--- config.mk ---
export PLATFORM = sky130hd
export DESIGN_NAME = dp_flag_unit
export DESIGN_NICKNAME = d
export VERILOG_FILES = /design/src/rtl/dpu_pkg.sv /design/src/rtl/dpu_logic.sv /design/src/rtl/dpu_addsub.sv /design/src/rtl/dpu_flags.sv /design/src/rtl/dp_flag_unit.sv
export SDC_FILE = /design/constraint.sdc
export NUM_CORES = 1
export LEC_CHECK = 0
export ABC_AREA = 0
export BUFFER_PORTS_ARGS = -buffer_cell sky130_fd_sc_hd__buf_2
export CAP_MARGIN = 5
export CORE_ASPECT_RATIO = 1.25
export CORE_MARGIN = 2
export CORE_UTILIZATION = 50
export CTS_BUF_LIST = sky130_fd_sc_hd__clkbuf_4
export DETAILED_ROUTE_END_ITERATION = 8
export GPL_ROUTABILITY_DRIVEN = 0
export PLACE_DENSITY = 0.73
export SLEW_MARGIN = 0
export SYNTH_ARGS = -nofsm -noshare
export SYNTH_HDL_FRONTEND = slang
export SYNTH_SLANG_ARGS = --single-unit
--- constraint.sdc ---
create_clock -name clk -period 14.9 [get_ports clk]
set_clock_uncertainty 0.05 [all_clocks]
set_input_delay 2.98 -clock clk [delete_from_list [all_inputs] [get_ports clk]]
set_output_delay 2.98 -clock clk [all_outputs]
set_load 0.005 [all_outputs]
--- src/rtl/dpu_pkg.sv ---
package dpu_pkg;
   typedef enum logic [3:0] {
      OP_AND = 4'h0, OP_EOR = 4'h1, OP_SUB = 4'h2, OP_RSB = 4'h3,
      OP_ADD = 4'h4, OP_ADC = 4'h5, OP_SBC = 4'h6, OP_RSC = 4'h7,
      OP_TST = 4'h8, OP_TEQ = 4'h9, OP_CMP = 4'hA, OP_CMN = 4'hB,
      OP_ORR = 4'hC, OP_MOV = 4'hD, OP_BIC = 4'hE, OP_MVN = 4'hF
   } dp_op_e;

   typedef struct packed {
      logic n;
      logic z;
      logic c;
      logic v;
   } nzcv_t;

   function automatic logic op_is_compare(input logic [3:0] op);
      return (op[3:2] == 2'b10);
   endfunction

   function automatic logic op_is_logical(input logic [3:0] op);
      return (op == OP_AND) || (op == OP_EOR) || (op == OP_TST) || (op == OP_TEQ) ||
             (op[3:2] == 2'b11);
   endfunction
endpackage

--- src/rtl/dpu_logic.sv ---
module dpu_logic #(
   parameter int W = 32
) (
   input  logic [3:0]   op,
   input  logic [W-1:0] a,
   input  logic [W-1:0] b,
   output logic [W-1:0] res
);
   import dpu_pkg::*;

   always_comb begin
      unique case (op)
         OP_AND, OP_TST: res = a & b;
         OP_EOR, OP_TEQ: res = a ^ b;
         OP_ORR:         res = a | b;
         OP_MOV:         res = b;
         OP_BIC:         res = a & ~b;
         OP_MVN:         res = ~b;
         default:        res = '0;
      endcase
   end
endmodule

--- src/rtl/dpu_addsub.sv ---
module dpu_addsub #(
   parameter int W      = 32,
   parameter bit RIPPLE = 1'b0
) (
   input  logic [3:0]   op,
   input  logic [W-1:0] a,
   input  logic [W-1:0] b,
   input  logic         c_flag,
   output logic [W-1:0] sum,
   output logic         cout,
   output logic         ovf
);
   import dpu_pkg::*;

   logic [W-1:0] x, y;
   logic         cin;

   // operand steering: subtraction adds the inverted subtrahend
   always_comb begin
      x   = a;
      y   = b;
      cin = 1'b0;
      unique case (op)
         OP_SUB, OP_CMP: begin y = ~b; cin = 1'b1;   end
         OP_RSB:         begin x = b; y = ~a; cin = 1'b1; end
         OP_ADD, OP_CMN: begin cin = 1'b0;           end
         OP_ADC:         begin cin = c_flag;         end
         OP_SBC:         begin y = ~b; cin = c_flag; end
         OP_RSC:         begin x = b; y = ~a; cin = c_flag; end
         default:        begin cin = 1'b0;           end
      endcase
   end

   generate
      if (RIPPLE) begin : g_ripple
         logic [W:0] cy;
         assign cy[0] = cin;
         for (genvar gi = 0; gi < W; gi++) begin : g_bit
            assign sum[gi]  = x[gi] ^ y[gi] ^ cy[gi];
            assign cy[gi+1] = (x[gi] & y[gi]) | (cy[gi] & (x[gi] ^ y[gi]));
         end
         assign cout = cy[W];
         assign ovf  = cy[W] ^ cy[W-1];
      end else begin : g_behav
         logic [W:0] wide;
         assign wide = {1'b0, x} + {1'b0, y} + {{W{1'b0}}, cin};
         assign sum  = wide[W-1:0];
         assign cout = wide[W];
         assign ovf  = (x[W-1] == y[W-1]) && (wide[W-1] != x[W-1]);
      end
   endgenerate
endmodule

--- src/rtl/dpu_flags.sv ---
module dpu_flags #(
   parameter int W = 32
) (
   input  logic [3:0]   op,
   input  logic [W-1:0] res,
   input  logic         add_cout,
   input  logic         add_ovf,
   input  logic         shift_cout,
   input  logic         imm_form,
   input  logic         imm_rotated,
   input  logic         set_flags,
   input  logic [3:0]   flags_in,
   output logic [3:0]   flags_nx,
   output logic         wr_en
);
   import dpu_pkg::*;

   nzcv_t cur, nxt;
   logic  logical, compare, update, shc_used;

   assign cur      = nzcv_t'(flags_in);
   assign logical  = op_is_logical(op);
   assign compare  = op_is_compare(op);
   assign update   = set_flags | compare;
   assign shc_used = ~imm_form | imm_rotated;
   assign wr_en    = ~compare;

   always_comb begin
      nxt = cur;
      if (update) begin
         nxt.n = res[W-1];
         nxt.z = (res == '0);
         if (logical) begin
            nxt.c = shc_used ? shift_cout : cur.c;
            nxt.v = cur.v;
         end else begin
            nxt.c = add_cout;
            nxt.v = add_ovf;
         end
      end
   end

   assign flags_nx = nxt;
endmodule

--- src/rtl/dp_flag_unit.sv ---
module dp_flag_unit #(
   parameter int W      = 32,
   parameter bit RIPPLE = 1'b0
) (
   input  logic         clk,
   input  logic         rst,
   input  logic [3:0]   op_code,
   input  logic [31:0]  opnd_a,
   input  logic [31:0]  opnd_b,
   input  logic         shift_cout,
   input  logic         imm_form,
   input  logic         imm_rotated,
   input  logic         set_flags,
   input  logic [3:0]   flags_in,
   output logic [31:0]  res_q,
   output logic         wr_en_q,
   output logic [3:0]   flags_q
);
   import dpu_pkg::*;

   localparam int MSB = W - 1;

   generate
      if (W != 32) begin : g_bad_width
         $error("dp_flag_unit: port width is fixed at 32, W must match");
      end
   endgenerate

   logic [W-1:0] logic_res, arith_res, res_d;
   logic         add_cout, add_ovf, wr_en_d;
   logic [3:0]   flags_d;

   dpu_logic #(.W(W)) i_logic (
      .op (op_code), .a (opnd_a), .b (opnd_b), .res (logic_res)
   );

   dpu_addsub #(.W(W), .RIPPLE(RIPPLE)) i_addsub (
      .op (op_code), .a (opnd_a), .b (opnd_b), .c_flag (flags_in[1]),
      .sum (arith_res), .cout (add_cout), .ovf (add_ovf)
   );

   assign res_d = op_is_logical(op_code) ? logic_res : arith_res;

   dpu_flags #(.W(W)) i_flags (
      .op (op_code), .res (res_d), .add_cout (add_cout), .add_ovf (add_ovf),
      .shift_cout (shift_cout), .imm_form (imm_form), .imm_rotated (imm_rotated),
      .set_flags (set_flags), .flags_in (flags_in),
      .flags_nx (flags_d), .wr_en (wr_en_d)
   );

   always_ff @(posedge clk) begin
      if (rst) begin
         res_q   <= '0;
         wr_en_q <= 1'b0;
         flags_q <= '0;
      end else begin
         res_q   <= res_d;
         wr_en_q <= wr_en_d;
         flags_q <= flags_d;
      end
   end

   AST_RESET_CLEAR: assert property (@(posedge clk)
      rst |=> (flags_q == 4'h0 && !wr_en_q && res_q == '0));
   AST_CMP_NO_WRITE: assert property (@(posedge clk) disable iff (rst)
      (!rst && op_code[3:2] == 2'b10) |=> !wr_en_q);
   AST_FLAGS_HELD: assert property (@(posedge clk) disable iff (rst)
      (!rst && !set_flags && op_code[3:2] != 2'b10) |=> flags_q == $past(flags_in));
   AST_N_TRACK: assert property (@(posedge clk) disable iff (rst)
      (!rst && (set_flags || op_code[3:2] == 2'b10)) |=> flags_q[3] == res_q[MSB]);
   AST_Z_TRACK: assert property (@(posedge clk) disable iff (rst)
      (!rst && (set_flags || op_code[3:2] == 2'b10)) |=> flags_q[2] == (res_q == '0));
   AST_LOGIC_V_KEPT: assert property (@(posedge clk) disable iff (rst)
      (!rst && op_is_logical(op_code)) |=> flags_q[0] == $past(flags_in[0]));
   AST_IMM_C_KEPT: assert property (@(posedge clk) disable iff (rst)
      (!rst && op_is_logical(op_code) && imm_form && !imm_rotated)
      |=> flags_q[1] == $past(flags_in[1]));
endmodule

==> flow_summary.ini <==
[drt]
drtIter0Drc = 473
antenna_left = 0
drcViolationCount = 0
wl_per_cell_um = 17.43
via_count = 7456
totalWireLength_um = 21090
viasPerCell = 6.162
firstDrtPassIters = 5

[clock_network]
cts_resized = 0
post_cts_buffers = 0
clk_path_buf_depth = 2
hold_buffers = 0
clock-sinks = 37
cts_buffers = 5
cts_tree = built
cts_root_buf = clkbuf_4
htreeDepth = 2
clkTransAtPathRegs_ns = 0.11

[logic_synthesis]
synth_seq_cells = 37
synth_top_family_by_area = compound AO/OA/AOI/OAI gates
synth_area_leader_cell = ha_1
yosys.area_share.simple_pct = 25.59
syn_area_per_cell_sq_um = 6.528
async_flop_share_pct = 0
synth_cell_types = 76
yosysSeqAreaShare_pct = 11.64
synth_fa_ha_area_share_pct = 13.01
synth_edf_count = 0
synthTopCellsByArea = ha_1, dfxtp_1, o21ai_0, nand2_1, a21oi_1
synth.area.mux_share_pct = 2.241
ys_warn_count = 0
synthXorXnorAreaFrac_pct = 5.917
synth_top_area_share_pct = 12.38
netlist_instances = 975
syn_area_sq_um = 6365
synth_compound_area_share_pct = 33.08
synth_ff_type = dfxtp_1
syn_nets = 1118

[timing]
rsz0062_at_grt = no
setup_violations = 0
holdWs_ns = 2.794
setup_tns_ns = 0
period_share_pct = 54.46
fmaxAchievable_mhz = 123.2
slew_headroom_pct = 27.76
worst_pin_slew_ns = 1.081
hold_viol = 0
worst_slack_ns = 6.785
finalMaxSlewViolations = 0
period_minus_slack_ns = 8.115

[placed_design]
dpl.cell_count = 1202
io_buffers = 114
hpwlAfterDp_um = 15310
dp_slack_ns = 6.513

[setup_path]
critPathMaxFanout = 80
end_kind = flop
crit_type = in2reg
cp_slowest_cell = a2111oi_0
worstPathArrival_ns = 8.38
max_stage_delay_ns = 0.73
crit_family = compound AO/OA/AOI/OAI gates
crit_chain = buf_2, buf_4, nand3_2, buf_4, a21oi_1, fa_1, inv_1, fa_1, a21o_1, a21oi_1, mux2i_1, a2111o_1, a2111oi_0, nand4_1, nor4_1, nand4_1, nor4_1, a21o_1
required_ns = 15.17
crit_buf_inv = 4
crit_path_start_kind = input pin

[finish]
seq_area_sq_um = 740.7
drive_above_1_share_pct = 15.36
fillers = 1295
syn_to_final_growth_pct = 11.24
fin_cells = 1210
num-nets-final = 1184
multiInputGateArea_sq_um = 5096
diodes = 0

[die]
placementRows = 46
initial_core_util_pct = 50.73
fp.dieW_um = 104.9
io_pins = 115
coreArea_sq_um = 12550
die_h_um = 130.1
dieArea_sq_um = 13650

[pwr]
p_leak_uw = 0.003335
power.density_nw_per_um2 = 73.91
vdd_ir_drop_max_v = 0.00005577

[global_routing]
grt_max_degree = 81
grt-ovfl-total = 0
grt_pass1_vias = 6879
grt.total_usage_pct = 30.78
grt_antenna_before_repair = 0
grt_pass1_wl_um = 34140

[status]
status = complete, no violations

[flow_run]
drv_cap = 0

[hold_path]
hp-class = in2reg
## layout by cell type, fill, tap and decap left out, drive strengths merged, types with 5 or more instances in the layout
| cell | n |
|---|---|
| o21ai | 139 |
| nand2 | 135 |
| buf | 125 |
| inv | 74 |
| a21oi | 73 |
| nor2 | 70 |
| ha | 63 |
| dfxtp | 37 |
| xor2 | 35 |
| nor3 | 26 |
| nand3 | 20 |
| nor2b | 19 |
| a21o | 13 |
| a211oi | 12 |
| mux2i | 12 |
| a31oi | 12 |
| nand2b | 11 |
| or3 | 11 |
| o31ai | 11 |
| nand4 | 10 |
| and3 | 9 |
| o22ai | 8 |
| xnor2 | 8 |
| o221ai | 7 |
| nand3b | 5 |
| o311ai | 5 |
| clkbuf | 5 |
| a221oi | 5 |
## worst paths after layout
| path | start | end | slack [ns] | cells past startpoint |
|---|---|---|---|---|
| worst min-delay path | flags_in[3] | flags_q[3] | 2.79 | 3 |
| worst max-delay path | op_code[0] | flags_q[2] | 6.79 | 18 |
## flip-flops by register name, summed over array words and instances (netlist names)
name / count
flags_q: 4
res_q: 32
wr_en_q: 1
## layout make-up
type                            instances  area share (%)
Multi-Input combinational cell        799           71.97
Clock inverter                          3          0.9719
Timing Repair Buffer                  125           9.224
Inverter                               73           3.870
Clock buffer                            5          0.5301
Tap cell                              168           2.969
Sequential cell                        37           10.46
## worst min-delay path: cells and delay by family
kind	cells	cell delay [ns]
simple gates	1	0.07
compound gates	1	0.06
buf+inv	1	0.08
## report_power, final
part / internal [uW] / switching [uW] / leakage, uW
sequential: 113 / 2.79 / 0.000307
clock: 52.8 / 44.5 / 0.0000558
combinational: 123 / 187 / 0.00297
total: 289 / 234 / 0.00334
## synthesized netlist by cell type, types with 5 or more instances
cell type,instances
nand2_1,135
o21ai_0,135
inv_1,73
a21oi_1,72
nor2_1,70
ha_1,63
clkbuf_1,49
dfxtp_1,37
xor2_1,35
nor3_1,26
nand3_1,20
nor2b_1,19
a21o_1,13
a211oi_1,12
mux2i_1,12
a31oi_1,11
nand2b_1,11
nand4_1,10
or3_1,10
and3_1,9
o31ai_1,9
buf_1,8
o22ai_1,8
xnor2_1,8
buf_2,7
o221ai_1,7
nand3b_1,5
o311ai_0,5
## per-layer routing
layer / wire (um) / GRT usage, % / up-vias
li1: - / - / 3623
met1: 8690 / 38.88 / 3396
met2: 9553 / 52.10 / 361
met3: 1973 / 4.446 / 76
met4: 875 / 14.04 / 0
met5: 0 / 0 / -
## logic make-up after synthesis
family                   after synthesis
AND/OR/NAND/NOR                      343
multiplexers                          14
AO/OA/AOI/OAI                        334
flip-flops                            37
adder cells (fa/ha/maj)               65
XOR/XNOR                              43
buffers and inverters                139
## metrics by stage
stage	total power, uW	instance area (sq um)	util, %
3_5_place_dp	420.8	6974	55.58
4_1_cts	517.8	7081	56.43
3_3_place_gp	418.4	6974	55.58
5_1_grt	562.1	7081	56.43
6_report	523.3	7081	56.43
2_1_floorplan	333.1	6365	-
No activity file was read; power rests on OpenSTA's default activity.
